--- src/rtl/pwm_ctl_pkg.sv ---
`timescale 1ns/1ps
package pwm_ctl_pkg;

  // Global word index = byte address [4:2]
  typedef enum logic [2:0] {
    G_CFG  = 3'd0,
    G_RUN  = 3'd1,
    G_STOP = 3'd2,
    G_STAT = 3'd3,
    G_MSET = 3'd4,
    G_MCLR = 3'd5,
    G_MASK = 3'd6,
    G_PEND = 3'd7
  } glb_e;

  // Per-channel word index = window offset [3:2]
  typedef enum logic [1:0] {
    C_MODE   = 2'd0,
    C_DUTY   = 2'd1,
    C_PERIOD = 2'd2,
    C_COUNT  = 2'd3
  } chreg_e;

  typedef enum logic [1:0] {
    SRC_MCLK  = 2'd0,
    SRC_TICKA = 2'd1,
    SRC_TICKB = 2'd2,
    SRC_HALT  = 2'd3
  } src_e;

  typedef struct packed {
    logic invert;
    logic center;
    src_e src;
  } chmode_t;

  localparam int unsigned MODE_CENTER_BIT = 8;
  localparam int unsigned MODE_INVERT_BIT = 9;
  localparam int unsigned GLB_WORDS       = 8;

endpackage

--- src/rtl/pwm_addr_map.sv ---
`timescale 1ns/1ps
module pwm_addr_map
  import pwm_ctl_pkg::*;
#(
  parameter int unsigned AW        = 10,
  parameter int unsigned NCH       = 4,
  parameter int unsigned CH_BASE   = 512,
  parameter int unsigned STRIDE_LG = 5
) (
  input  logic [AW-1:0]  addr,
  output logic           glb_hit,
  output glb_e           glb_sel,
  output logic [NCH-1:0] ch_hit,
  output chreg_e         ch_sel
);
  localparam int unsigned GLB_SPAN = GLB_WORDS * 4;
  localparam int unsigned IDX_W    = AW - STRIDE_LG;

  logic [AW-1:0] ch_off;
  logic          in_window;

  always_comb begin
    glb_hit   = (addr < AW'(GLB_SPAN)) && (addr[1:0] == 2'b00);
    glb_sel   = glb_e'(addr[4:2]);
    ch_off    = addr - AW'(CH_BASE);
    ch_sel    = chreg_e'(ch_off[3:2]);
    in_window = (addr >= AW'(CH_BASE)) && (ch_off[1:0] == 2'b00)
                && (ch_off[STRIDE_LG-1:4] == '0);
  end

  for (genvar i = 0; i < NCH; i++) begin : g_hit
    assign ch_hit[i] = in_window && (ch_off[AW-1:STRIDE_LG] == IDX_W'(i));
  end

endmodule

--- src/rtl/pwm_chan.sv ---
`timescale 1ns/1ps
module pwm_chan
  import pwm_ctl_pkg::*;
#(
  parameter int unsigned CW = 16,
  parameter int unsigned DW = 32
) (
  input  logic          clk,
  input  logic          rst_n,
  input  logic          run,
  input  logic          wr,
  input  chreg_e        wsel,
  input  logic [DW-1:0] wdata,
  input  chreg_e        rsel,
  input  logic          tick_a,
  input  logic          tick_b,
  output logic [DW-1:0] rdata,
  output logic [CW-1:0] cnt_o,
  output logic          wave,
  output logic          wrap
);
  chmode_t       mode_q;
  logic [CW-1:0] duty_q, prd_q, cnt_q;
  logic          down_q;

  logic          src_tick, adv, falling, wrap_c, down_nx;
  logic [CW:0]   inc;
  logic [CW-1:0] cnt_nx;
  logic          unused_bits;

  assign unused_bits = ^wdata;

  always_comb begin
    unique case (mode_q.src)
      SRC_MCLK:  src_tick = 1'b1;
      SRC_TICKA: src_tick = tick_a;
      SRC_TICKB: src_tick = tick_b;
      default:   src_tick = 1'b0;
    endcase
    adv     = run && (prd_q != '0) && src_tick;
    inc     = {1'b0, cnt_q} + 1'b1;
    falling = 1'b0;
    if (!mode_q.center) begin
      // ramp: wrap once the next value reaches the period
      cnt_nx  = (inc >= {1'b0, prd_q}) ? '0 : inc[CW-1:0];
      down_nx = 1'b0;
      wrap_c  = (cnt_nx == '0);
    end else begin
      // up-down: turn at the period, flag on landing at zero
      falling = (down_q || (cnt_q >= prd_q)) && (cnt_q != '0);
      cnt_nx  = falling ? (cnt_q - 1'b1) : inc[CW-1:0];
      down_nx = falling && (cnt_nx != '0);
      wrap_c  = falling && (cnt_nx == '0);
    end
  end

  always_ff @(posedge clk) begin
    if (!rst_n) begin
      mode_q <= '0;
      duty_q <= '0;
      prd_q  <= '0;
      cnt_q  <= '0;
      down_q <= 1'b0;
    end else begin
      if (wr) begin
        unique case (wsel)
          C_MODE: begin
            mode_q.src    <= src_e'(wdata[1:0]);
            mode_q.center <= wdata[MODE_CENTER_BIT];
            mode_q.invert <= wdata[MODE_INVERT_BIT];
          end
          C_DUTY:   duty_q <= wdata[CW-1:0];
          C_PERIOD: prd_q  <= wdata[CW-1:0];
          default: ;
        endcase
      end
      if (!run) begin
        cnt_q  <= '0;
        down_q <= 1'b0;
      end else if (adv) begin
        cnt_q  <= cnt_nx;
        down_q <= down_nx;
      end
    end
  end

  assign wrap  = adv && wrap_c;
  assign wave  = (run && (cnt_q < duty_q)) ^ mode_q.invert;
  assign cnt_o = cnt_q;

  always_comb begin
    rdata = '0;
    unique case (rsel)
      C_MODE: begin
        rdata[1:0]             = mode_q.src;
        rdata[MODE_CENTER_BIT] = mode_q.center;
        rdata[MODE_INVERT_BIT] = mode_q.invert;
      end
      C_DUTY:   rdata = DW'(duty_q);
      C_PERIOD: rdata = DW'(prd_q);
      default:  rdata = DW'(cnt_q);
    endcase
  end

endmodule

--- src/rtl/pwm_glb_regs.sv ---
`timescale 1ns/1ps
module pwm_glb_regs
  import pwm_ctl_pkg::*;
#(
  parameter int unsigned NCH = 4,
  parameter int unsigned DW  = 32
) (
  input  logic           clk,
  input  logic           rst_n,
  input  logic           wr_stb,
  input  logic           rd_stb,
  input  glb_e           sel,
  input  logic [DW-1:0]  wdata,
  input  logic [NCH-1:0] wrap,
  output logic [NCH-1:0] run,
  output logic [NCH-1:0] mask,
  output logic [NCH-1:0] pend,
  output logic [DW-1:0]  cfg,
  output logic [DW-1:0]  rdata,
  output logic           irq
);
  logic [NCH-1:0] run_q, mask_q, pend_q;
  logic [DW-1:0]  cfg_q;
  logic [NCH-1:0] bits;
  logic           ack;

  assign bits = wdata[NCH-1:0];
  assign ack  = rd_stb && (sel == G_PEND);

  always_ff @(posedge clk) begin
    if (!rst_n) begin
      run_q  <= '0;
      mask_q <= '0;
      pend_q <= '0;
      cfg_q  <= '0;
    end else begin
      if (wr_stb) begin
        unique case (sel)
          G_CFG:  cfg_q  <= wdata;
          G_RUN:  run_q  <= run_q | bits;
          G_STOP: run_q  <= run_q & ~bits;
          G_MSET: mask_q <= mask_q | bits;
          G_MCLR: mask_q <= mask_q & ~bits;
          default: ;
        endcase
      end
      // a fresh flag wins over the acknowledge of the same edge
      pend_q <= (ack ? '0 : pend_q) | wrap;
    end
  end

  always_comb begin
    unique case (sel)
      G_CFG:   rdata = cfg_q;
      G_STAT:  rdata = DW'(run_q);
      G_MASK:  rdata = DW'(mask_q);
      G_PEND:  rdata = DW'(pend_q);
      default: rdata = '0;
    endcase
  end

  assign run  = run_q;
  assign mask = mask_q;
  assign pend = pend_q;
  assign cfg  = cfg_q;
  assign irq  = |(pend_q & mask_q);

endmodule

--- src/rtl/pwm_multi_ctrl.sv ---
`timescale 1ns/1ps
module pwm_multi_ctrl
  import pwm_ctl_pkg::*;
#(
  parameter int unsigned NCH       = 4,
  parameter int unsigned CW        = 16,
  parameter int unsigned DW        = 32,
  parameter int unsigned AW        = 10,
  parameter int unsigned CH_BASE   = 512,
  parameter int unsigned STRIDE_LG = 5
) (
  input  logic           clk,
  input  logic           rst_n,
  input  logic           bus_wr,
  input  logic           bus_rd,
  input  logic [AW-1:0]  bus_addr,
  input  logic [DW-1:0]  bus_wdata,
  output logic [DW-1:0]  bus_rdata,
  output logic           bus_rvalid,
  input  logic           tick_a,
  input  logic           tick_b,
  output logic [DW-1:0]  clkgen_cfg,
  output logic [NCH-1:0] pwm_out,
  output logic           irq
);
  logic                    glb_hit;
  glb_e                    glb_sel;
  logic [NCH-1:0]          ch_hit;
  chreg_e                  ch_sel;
  logic [NCH-1:0]          run_w, mask_w, pend_w, wrap_w;
  logic [DW-1:0]           glb_rdata;
  logic [DW-1:0]           ch_rdata [NCH];
  logic [NCH-1:0][CW-1:0]  cnt_v;
  logic [DW-1:0]           rd_mux, rdata_q;
  logic                    rvalid_q;

  pwm_addr_map #(
    .AW(AW), .NCH(NCH), .CH_BASE(CH_BASE), .STRIDE_LG(STRIDE_LG)
  ) u_map (
    .addr    (bus_addr),
    .glb_hit (glb_hit),
    .glb_sel (glb_sel),
    .ch_hit  (ch_hit),
    .ch_sel  (ch_sel)
  );

  pwm_glb_regs #(.NCH(NCH), .DW(DW)) u_glb (
    .clk    (clk),
    .rst_n  (rst_n),
    .wr_stb (bus_wr && glb_hit),
    .rd_stb (bus_rd && glb_hit),
    .sel    (glb_sel),
    .wdata  (bus_wdata),
    .wrap   (wrap_w),
    .run    (run_w),
    .mask   (mask_w),
    .pend   (pend_w),
    .cfg    (clkgen_cfg),
    .rdata  (glb_rdata),
    .irq    (irq)
  );

  for (genvar i = 0; i < NCH; i++) begin : g_ch
    pwm_chan #(.CW(CW), .DW(DW)) u_ch (
      .clk    (clk),
      .rst_n  (rst_n),
      .run    (run_w[i]),
      .wr     (bus_wr && ch_hit[i]),
      .wsel   (ch_sel),
      .wdata  (bus_wdata),
      .rsel   (ch_sel),
      .tick_a (tick_a),
      .tick_b (tick_b),
      .rdata  (ch_rdata[i]),
      .cnt_o  (cnt_v[i]),
      .wave   (pwm_out[i]),
      .wrap   (wrap_w[i])
    );
  end

  always_comb begin
    rd_mux = '0;
    if (glb_hit) rd_mux = glb_rdata;
    for (int i = 0; i < NCH; i++) begin
      if (ch_hit[i]) rd_mux = ch_rdata[i];
    end
  end

  always_ff @(posedge clk) begin
    if (!rst_n) begin
      rdata_q  <= '0;
      rvalid_q <= 1'b0;
    end else begin
      rdata_q  <= bus_rd ? rd_mux : '0;
      rvalid_q <= bus_rd;
    end
  end

  assign bus_rdata  = rdata_q;
  assign bus_rvalid = rvalid_q;

endmodule

--- config.mk ---
export PLATFORM = sky130hd
export DESIGN_NAME = pwm_multi_ctrl
export DESIGN_NICKNAME = d
export VERILOG_FILES = /design/src/rtl/pwm_ctl_pkg.sv /design/src/rtl/pwm_addr_map.sv /design/src/rtl/pwm_chan.sv /design/src/rtl/pwm_glb_regs.sv /design/src/rtl/pwm_multi_ctrl.sv
export SDC_FILE = /design/constraint.sdc
export NUM_CORES = 1
export LEC_CHECK = 0
export BUFFER_PORTS_ARGS = -buffer_cell sky130_fd_sc_hd__buf_2
export CORE_MARGIN = 3
export CORE_UTILIZATION = 50
export DETAILED_ROUTE_END_ITERATION = 8
export GPL_TIMING_DRIVEN = 1
export PLACE_DENSITY = 0.68
export REMOVE_ABC_BUFFERS = 1
export SLEW_MARGIN = 40
export SYNTH_ARGS = -nofsm -noshare
export SYNTH_HDL_FRONTEND = slang
export SYNTH_SLANG_ARGS = --single-unit
--- constraint.sdc ---
create_clock -name clk -period 3.2 [get_ports clk]
set_input_delay 0.16 -clock clk [delete_from_list [all_inputs] [get_ports clk]]
set_output_delay 0.16 -clock clk [all_outputs]
set_load 0.02 [all_outputs]
=== Word level (Yosys, flattened, before mapping) ===
Cells that the tools add are included.

* Bits in writable memories: 0
* Memories kept: 0
* ROM bits: 0
* Output and inout bits: 70
* Register bits: 289
* Bits in latches: 0
* Logic and storage cells: 236
* Bits of input ports: 48

* $add $sub $neg: 9
* Reduce and logical (&&, ||, !) cells: 98
* Magnitude comparators: 14
* Muxes and demuxes: 49
* Eq/ne operators: 20
* Bitwise gates (word level): 12
* Shift-type cells: 0
* Divide/modulo/power cells: 0
* $mul: 0

{| class="wikitable"
|+ Operators by type and width
! kind !! number
|-
| $mux W16 || 12
|-
| $reduce_bool A16 Y1 || 12
|-
| $mux W32 || 5
|-
| $pmux W6 S3 || 8
|-
| $logic_not A16 Y1 || 8
|-
| $pmux W32 S4 || 1
|-
| $add A16 B1 Y17 const B || 4
|-
| $ge A17 B16 Y1 || 4
|-
| $ge A16 B16 Y1 || 4
|-
| $lt A16 B16 Y1 || 4
|-
| $sub A16 B1 Y16 const B || 4
|-
| $pmux W2 S3 || 8
|-
| $logic_and A1 B1 Y1 || 42
|-
| $reduce_and A2 Y1 || 20
|-
| $pmux W4 S2 || 2
|-
| $logic_not A2 Y1 || 7
|-
| $and A4 B4 Y4 || 3
|-
| $eq A3 B3 Y1 const B || 4
|-
| $or A4 B4 Y4 || 3
|-
| $pmux W1 S3 || 4
|-
| $eq A2 B1 Y1 const B || 5
|-
| $eq A2 B2 Y1 const B || 5
|-
| $eq A5 B2 Y1 const B || 2
|-
| $ge A10 B10 Y1 const B || 1
|-
| other kinds (15) || 30
|}

=== Longest topological paths before layout ===
Gate-level depths: netlist (run 1).

* Depth after elaboration: 9
* Depth in mapped cells: 17
* Depth with buffers taken out: 15

=== By module ===
From an unflattened synthesis (run 1), not the netlist that was laid out.

* Cells, all modules: 3201
* Area, all modules: 24448.4 um^2

{| class="wikitable"
|+ Modules (own cells, without submodules)
! module !! cells each !! area each (um^2) !! instances !! seq. area each (um^2)
|-
| pwm_chan || 660 || 4921.0 || 4 || 1061.0
|-
| pwm_multi_ctrl || 302 || 2637.5 || 1 || 660.6
|-
| pwm_glb_regs || 244 || 2023.2 || 1 || 880.8
|-
| pwm_addr_map || 15 || 103.8 || 1 || 0.0
|}

=== Worst setup path before layout (run 1) ===
No wires, ideal clock.

* Path type: register -> register
* Start point: register g_ch[1].u_ch.cnt_q[2]
* End point: register g_ch[1].u_ch.cnt_q[2]
* Path buffers: 2
* Period minus slack after synthesis: 3.475 ns
* Setup time: 0.091 ns
* Data required time: 3.109 ns
* Arrival: 3.384 ns
* Path slack: -0.275 ns
* Stages on the path, launching flop included: 14
* Path through: dfxtp_1 -> buf_1 -> nand3_1 -> nor4_1 -> nand3_1 -> xnor2_1 -> ha_1 -> nand3_1 -> nor3_1 -> a221oi_1 -> and3_1 -> clkbuf_1 -> a21boi_0 -> a311oi_1

* Word-level cells in the longest chain between the ends: 5
* Elaborated cells between the ends (all ways): 10
* Those cells by class: 2 x add/sub; 2 x order compare; 3 x mux; 3 x reduce/logical

{| class="wikitable"
|+ RTL lines
! element !! RTL line !! RTL
|-
| start, declared || pwm_chan.sv:23 || <nowiki>logic [CW-1:0] duty_q, prd_q, cnt_q;</nowiki>
|-
| start signal, assigned || pwm_chan.sv:81 || <nowiki>cnt_q <= cnt_nx;</nowiki>
|-
| parallel branches: the longest is 4 deep, another holds $add A16 B1 Y17 || - ||
|-
| $mux W16 * || pwm_chan.sv:43 || <nowiki>if (!mode_q.center) begin</nowiki>
|}

Every way passes the cells marked *.
A chain may end at the register's enable or synchronous reset.

=== Worst setup path in the final report (run 1) ===
* Start point: register g_ch[3].u_ch.cnt_q[0]
* End point: register g_ch[3].u_ch.cnt_q[4]

* Word-level cells in the longest chain between the ends: 5
* Elaborated cells between the ends (all ways): 10
* Those cells by class: 2 x add/sub; 2 x order compare; 3 x mux; 3 x reduce/logical

{| class="wikitable"
|+ RTL lines
! element !! RTL line
|-
| start, declared || pwm_chan.sv:23
|-
| start signal, assigned || pwm_chan.sv:81
|-
| parallel branches: the longest is 4 deep, another holds $add A16 B1 Y17 || -
|-
| $mux W16 * || pwm_chan.sv:43
|}

Marked as above.

==> run summary, run 1 <==
status: finished with violations
Power Density: 315 nW/µm²
WL met3: 9.04 mm
first-pass GRT wire length: 120 mm
Chip Width: 213 µm
Seq pwr share: 43.5%
CP endpoint kind: register
number of global-route vias before repair: 21400
yosys warns: 0
Critical Path AT: 3.71 ns
routed vias: 23200
Hold Path Depth: 3
RSZ-0062 raised after global routing: true
Hold Fails Final Rpt: 0
Clock Sinks: 289
layout cell share with drive strength beyond 1: 20.5%
Buf/Inv on CP: 3
cell count along the critical path: 15
ANT nets after route: 0
relative slew slack: 45.0%
Clock Skew: 0.0268 ns
clk slew on worst S/H paths: 0.07 ns
Sequential Area: 5810 µm²
Clk pwr share: 52.3%
TritonCTS Buffers: 35
CP max-delay cell: a211o_1
CP cell instances: ha_2 > and4_4 > and3_4 > xnor2_1 > inv_1 > ha_1 > a21o_1 > a21o_1 > a211oi_2 > o21ai_1 > a211o_1 > buf_6 > buf_12 > o32a_1 > a211oi_2
Static Leak: 10.7 nW
Slew @ Worst Pin: 0.822 ns
Max Buffers Root-to-Sink: 3
Required @ worst endpoint: 3.67 ns
die area: 45200 µm²
Max-cap violations: 0
Worst Setup SP: g_ch[3].u_ch.cnt_o[0]$_SDFFE_PN0P_
Startpoint Class: register
P_sw: 1.99 mW
Slew Limit Fails: 0
largest net degree at the start of global routing: 101
DRT Wirelength: 79.2 mm
setup TNS: -0.0833 ns
Syn Area/Cell: 7.45 µm²
Comb power frac: 4.2%
gpl congestion: 0.972
Worst Path Max Fanout: 5
initial DRC count: 2693
Netlist cell types: 91
DP HPWL: 57.8 mm
type of the worst min-delay path: primary input to register
Mapped Cells: 2865
initial antenna violation count: 1
CTS tree: built
Design Power: 8.26 mW
number of flops mapped to enable cells by yosys: 0
final period utilization: 101%
Core Area: 42000 µm²
grt total ovfl: 0
Root Driver: clkbuf_16
fin crit period: 3.24 ns
Final nets: 3363
routed len/inst: 21.5 µm
area of the multi-input gates: 14800 µm²
dpl ws: -0.244 ns
Top Ports: 118
total global-route track usage: 33.4%
FMAX: 309 MHz
met2 WL: 34.7 mm
H-tree Lvls: 2
Synth Flop Type: dfxtp_1
max layer used: met4
Layout area overhead: 22.7%
Hold Path Origin: bus_wdata[9]
FFs w/ async S/R, synth: 0%
Pint: 6.27 mW
Worst-Skew Late Latency: 0.57 ns
DRC Markers: 0
worst IR drop on VDD: 0.280 mV
vias per cell: 6.30
fill cell count: 3700
Synth Register Bits: 289
RR Startpoint: g_ch[3].u_ch.cnt_o[0]$_SDFFE_PN0P_
final core occ: 62.3%
post-synthesis sequential area ratio: 27.1%
DIE HEIGHT: 213 µm
DR pass1 iterations: 6
Reg2Reg Depth: 15
Final Setup Violations: 5
failing checks: setup timing
initial core utilization: 50.8%
# port buffers: 117
M1 WL: 32.9 mm
min setup slack post-route: -0.0403 ns
top cell family by delay on the critical path: compound AO/OA/AOI/OAI gates
row cnt: 75
slowest stage delay, CP: 0.37 ns
Post-Syn Area: 21400 µm²
CP Class: register to register
Sw Share: 24.1%
-- metal layers --
layer / up-vias / GRT usage, %
met4: 0 / 10.9
met5: - / 0
met1: 11000 / 46.2
met2: 1286 / 52.2
met3: 174 / 6.71
li1: 10800 / -
-- cell type report --
| cell class | count | area share (%) |
|---|---|---|
| Multi-Input combinational cell | 2200 | 56.5 |
| Sequential cell | 289 | 22.2 |
| Timing Repair Buffer | 428 | 11.8 |
| Clock buffer | 46 | 3.77 |
| Tap cell | 539 | 2.57 |
| Inverter | 161 | 2.33 |
| Clock inverter | 16 | 0.879 |
| Antenna cell | 1 | 0.00955 |
-- layout by cell type (no fill, tap or decap), drive strengths merged, types with 12 or more instances in the layout --
cell,instances
a211oi,41
a21o,52
a21oi,288
a221oi,33
a22oi,48
a311oi,17
a31oi,13
and2,14
and3,41
and4,15
buf,404
clkbuf,46
dfxtp,289
dlygate4sd3,24
ha,200
inv,162
mux2i,29
mux4,17
nand2,502
nand2b,15
nand3,72
nand4,62
nor2,149
nor2b,17
nor3,91
nor3b,13
nor4,46
o211ai,20
o21ai,133
o22ai,16
or3,15
or4,12
xnor2,58
xor2,40
-- through the flow --
stage / hold slack [ns] / instances / area, µm²
after global placement: 0.406 / 3565 / 23800
final: 0.0396 / 3680 / 26200
after detailed placement: 0.410 / 3565 / 23800
after floorplan: 0.270 / 2650 / 20500
after CTS: 0.00847 / 3655 / 25400
after global routing: 0.0454 / 3680 / 26200
-- timing repair --
item | in CTS | in global routing
setup buffers | 4 | 25
resized for setup | 38 | 132
pin swaps | 18 | 75
setup endpoints to repair | 57 | 72
endpoints found under the hold margin | 55 | 0
hold buffers | 24 | 0
-- registers in the layout, indices dropped and copies added (netlist names), named ones only --
| name | count |
|---|---|
| g_ch.u_ch.cnt_o | 64 |
| g_ch.u_ch.down_q | 4 |
| g_ch.u_ch.duty_q | 64 |
| g_ch.u_ch.mode_q | 16 |
| bus_rvalid | 1 |
| bus_rdata | 32 |
| g_ch.u_ch.prd_q | 64 |
| u_glb.pend | 4 |
| u_glb.cfg | 32 |
-- synthesized netlist by cell type, types with 44 or more instances --
cell / count / area share (%)
xnor2_1: 58 / 2.4
inv_1: 160 / 2.8
ha_1: 200 / 12
a21oi_1: 288 / 6.8
a22oi_1: 48 / 1.7
nand4_1: 61 / 1.8
a21o_1: 52 / 1.8
nor2_1: 149 / 2.6
nand3_1: 70 / 1.6
clkbuf_1: 183 / 3.2
o21ai_0: 131 / 3.1
nor3_1: 88 / 2.1
nor4_1: 44 / 1.3
dfxtp_1: 289 / 27
nand2_1: 501 / 8.8
-- power by group through the flow --
stage / registers (mW) / clock network [mW] / logic (mW)
2_1_floorplan: 3.68 / 0 / 0.0790
3_3_place_gp: 3.68 / 0 / 0.299
3_5_place_dp: 3.68 / 0 / 0.301
4_1_cts: 3.60 / 4.36 / 0.324
5_1_grt: 3.60 / 4.47 / 0.353
6_report: 3.60 / 4.32 / 0.343
-- worst reg2reg max path: cells and delay by family (launching register included) --
family	cells	cell delay, ns
AOI/OAI and AO/OA	7	1.40
adders and majority gates	2	0.48
and+or+nand+nor	2	0.43
buffers and inverters	3	0.38
DFF	1	0.34
xor gates and xnor gates	1	0.14
-- worst paths after layout --
path | endpoint | slack (ns)
hold reg to reg | u_glb.cfg[28]$_SDFFE_PN0P_ | 0.47
setup / recovery | g_ch[3].u_ch.cnt_o[4]$_SDFFE_PN0P_ | -0.04
setup reg to reg | g_ch[3].u_ch.cnt_o[4]$_SDFFE_PN0P_ | -0.04
hold / removal | g_ch[0].u_ch.prd_q[9]$_SDFFE_PN0P_ | 0.04
-- kinds of logic after synthesis --
group                    after synthesis  synth area share, %
multiplexers                          52                 3.47
AO/OA/AOI/OAI                        747                 22.1
AND/OR/NAND/NOR                     1103                 24.8
buffers and inverters                376                 6.84
XOR/XNOR                              98                 4.02
flip-flops                           289                 27.1
adder cells (fa/ha/maj)              200                 11.7
(Power assumes the default switching activity.)
==> run 2: changes to the inputs <==
- RECOVER_POWER: unset -> 25
==> run 2 against run 1 <==
Compared with the run above:
- the flow still finishes with violations (setup timing)
- first-iteration DRC count down 0.71%
- core utilization down 0.22 points
- die area unchanged
- flip-flop and latch count unchanged
- critical path depth unchanged
- via count up 0.25%
- final area down 0.35%
- critical path type unchanged
- largest cell class unchanged
==> run summary, run 2 (synthesis gave the netlist of run 1 again) <==
number of global-route vias before repair: 21400 (unchanged)
initial core utilization: 50.8% (unchanged)
Comb power frac: 4.1% (about the same)
DR pass1 iterations: 6 (unchanged)
setup slack, reg-to-reg: -0.04 ns (about the same)
Max-cap violations: 0 (unchanged)
largest net degree at the start of global routing: 101 (unchanged)
worst IR drop on VDD: 0.280 mV (-0.24%)
Reg2Reg Depth: 15 (unchanged)
Root Driver: clkbuf_16
CP cell instances: ha_2 > and4_4 > and3_4 > xnor2_1 > inv_1 > ha_1 > a21o_1 > a21o_1 > a211oi_2 > o21ai_1 > a211o_1 > buf_6 > buf_12 > o32a_1 > a211oi_2
vias per cell: 6.32 (+0.25%)
grt total ovfl: 0 (unchanged)
slowest stage delay, CP: 0.36 ns (about the same)
DRC Markers: 0 (unchanged)
Worst-Skew Late Latency: 0.56 ns (about the same)
Worst Setup SP: g_ch[3].u_ch.cnt_o[0]$_SDFFE_PN0P_
relative slew slack: 5.82% (-39 points)
die area: 45200 µm² (unchanged)
total global-route track usage: 33.4% (unchanged)
failing checks: setup timing
Clk pwr share: 52.3% (about the same)
CP Class: register to register
Top Ports: 118 (unchanged)
commonest non-fill, non-tap cell in the layout: nand2_1
Sw Share: 24.0% (-0.071 points)
layout cell share with drive strength beyond 1: 18.3% (-2.2 points)
routed vias: 23300 (+0.25%)
CP endpoint kind: register
Design Power: 8.25 mW (-0.11%)
ANT nets after route: 0 (unchanged)
Pint: 6.27 mW (about the same)
TritonCTS Buffers: 35 (unchanged)
Slew Limit Fails: 0 (unchanged)
# port buffers: 117 (unchanged)
Seq pwr share: 43.6% (about the same)
clk slew on worst S/H paths: 0.06 ns (about the same)
Core Area: 42000 µm² (unchanged)
Clock Skew: 0.0215 ns (-0.00526 ns)
Clock Sinks: 289 (unchanged)
Static Leak: 10.4 nW (-2.8%)
P_sw: 1.98 mW (-0.40%)
CP max-delay cell: a211o_1
H-tree Lvls: 2 (unchanged)
fin cells: 3680 (unchanged)
Final Setup Violations: 6 (+1)
first-pass GRT wire length: 120 mm (unchanged)
critical path capture point: g_ch[3].u_ch.cnt_o[4]$_SDFFE_PN0P_
final core occ: 62.1% (-0.22 points)
min setup slack post-route: -0.0409 ns (-0.000536 ns)
most frequent cells in the layout: nand2_1 (494), a21oi_1 (282), dfxtp_1 (273)
CTS tree: built
Critical Path AT: 3.71 ns (about the same)
initial antenna violation count: 1 (unchanged)
Chip Width: 213 µm (unchanged)
Slew @ Worst Pin: 1.41 ns (+0.590 ns)
gpl congestion: 0.972 (unchanged)
Placed Cells incl. Taps: 3565 (unchanged)
type of the worst min-delay path: primary input to register
Power Density: 316 nW/µm² (+0.25%)
Layout area overhead: 22.3%
fin crit period: 3.24 ns (+0.000536 ns)
DRT Wirelength: 79.2 mm (about the same)
DP HPWL: 57.8 mm (unchanged)
row cnt: 75 (unchanged)
Final nets: 3363 (unchanged)
RSZ-0062 raised after global routing: true
Hold Fails Final Rpt: 0 (unchanged)
Max Buffers Root-to-Sink: 3 (unchanged)
routed len/inst: 21.5 µm (about the same)
final period utilization: 101% (about the same)
DIE HEIGHT: 213 µm (unchanged)
Required @ worst endpoint: 3.67 ns (about the same)
fill cell count: 3749 (+1.3%)
WHS: 0.0458 ns (+0.00623 ns)
FMAX: 309 MHz (about the same)
status: finished with violations
worst r2r dst: g_ch[3].u_ch.cnt_o[4]$_SDFFE_PN0P_
initial DRC count: 2674 (-0.71%)
RR Startpoint: g_ch[3].u_ch.cnt_o[0]$_SDFFE_PN0P_
Worst Path Max Fanout: 5 (unchanged)
setup TNS: -0.104 ns (-0.0207 ns)
Startpoint Class: register
## run 2: cell types whose count changed in the layout (fill, tap and decap cells not counted)
| cell | before | now |
|---|---|---|
| nor2_2 | 7 | 6 |
| buf_2 | 115 | 49 |
| buf_4 | 273 | 271 |
| nor2_1 | 140 | 141 |
| clkbuf_1 | 5 | 73 |
## run 2: worst max-delay path: cells and delay by family, from the launching register on
family | cells | cell delay [ns]
xor gates and xnor gates | 1 | 0.14
AOI/OAI and AO/OA | 7 | 1.39
DFF | 1 | 0.34
buffers and inverters | 3 | 0.38
and+or+nand+nor | 2 | 0.43
adders and majority gates | 2 | 0.48
## run 2: how the worst min path moves through the flow
stage	cells past startpoint	endpoint	start	slack, ns
after floorplan	1	register	bus_wdata[0]	0.27
after global placement	3	u_glb.cfg[18]$_SDFFE_PN0P_	bus_wdata[18]	0.41
after detailed placement	3	u_glb.cfg[21]$_SDFFE_PN0P_	bus_wdata[21]	0.41
after CTS	3	g_ch[0].u_ch.duty_q[10]$_SDFFE_PN0P_	bus_wdata[10]	0.008
after global routing	3	g_ch[0].u_ch.duty_q[14]$_SDFFE_PN0P_	bus_wdata[14]	0.05
final	3	g_ch[0].u_ch.prd_q[9]$_SDFFE_PN0P_	bus_wdata[9]	0.05
## run 2: cell type report
type / count / area (µm²) / area share [%]
Timing Repair Buffer: 428 / 3000 / 11.5
Inverter: 161 / 609 / 2.33
Clock inverter: 16 / 230 / 0.882
Multi-Input combinational cell: 2200 / 14800 / 56.7
Antenna cell: 1 / 2.50 / 0.00958
Sequential cell: 289 / 5810 / 22.3
Tap cell: 539 / 674 / 2.58
Clock buffer: 46 / 988 / 3.79
## run 2: per-stage QoR
| step | instance area [µm²] | setup WS [ns] |
|---|---|---|
| after global placement | 23800 | -0.210 |
| after detailed placement | 23800 | -0.244 |
| after CTS | 25400 | -0.0398 |
| after floorplan | 20500 | -0.470 |
| final | 26100 | -0.0409 |
| after global routing | 26100 | -0.155 |
## run 2: per-layer routing
layer	part of all wire, %	up-vias	track usage [%]
met5	0	-	0
met4	3.4	0	10.9
met3	11	198	6.71
met2	44	1270	52.2
met1	42	11000	46.2
li1	-	10800	-
## run 2: power groups by stage
| stage | registers [mW] | clock network, mW | logic (mW) |
|---|---|---|---|
| after floorplan | 3.68 | 0 | 0.0790 |
| after global placement | 3.68 | 0 | 0.299 |
| after detailed placement | 3.68 | 0 | 0.301 |
| after CTS | 3.60 | 4.36 | 0.324 |
| after global routing | 3.60 | 4.47 | 0.352 |
| final | 3.60 | 4.32 | 0.342 |
## run 2: what timing repair did
item / 4_1_cts / 5_1_grt
setup endpoints to repair: 57 / 72
setup buffers: 4 / 25
hold buffers: 24 / 0
resized for setup: 38 / 132
endpoints found under the hold margin: 55 / 0
pin swaps: 18 / 75
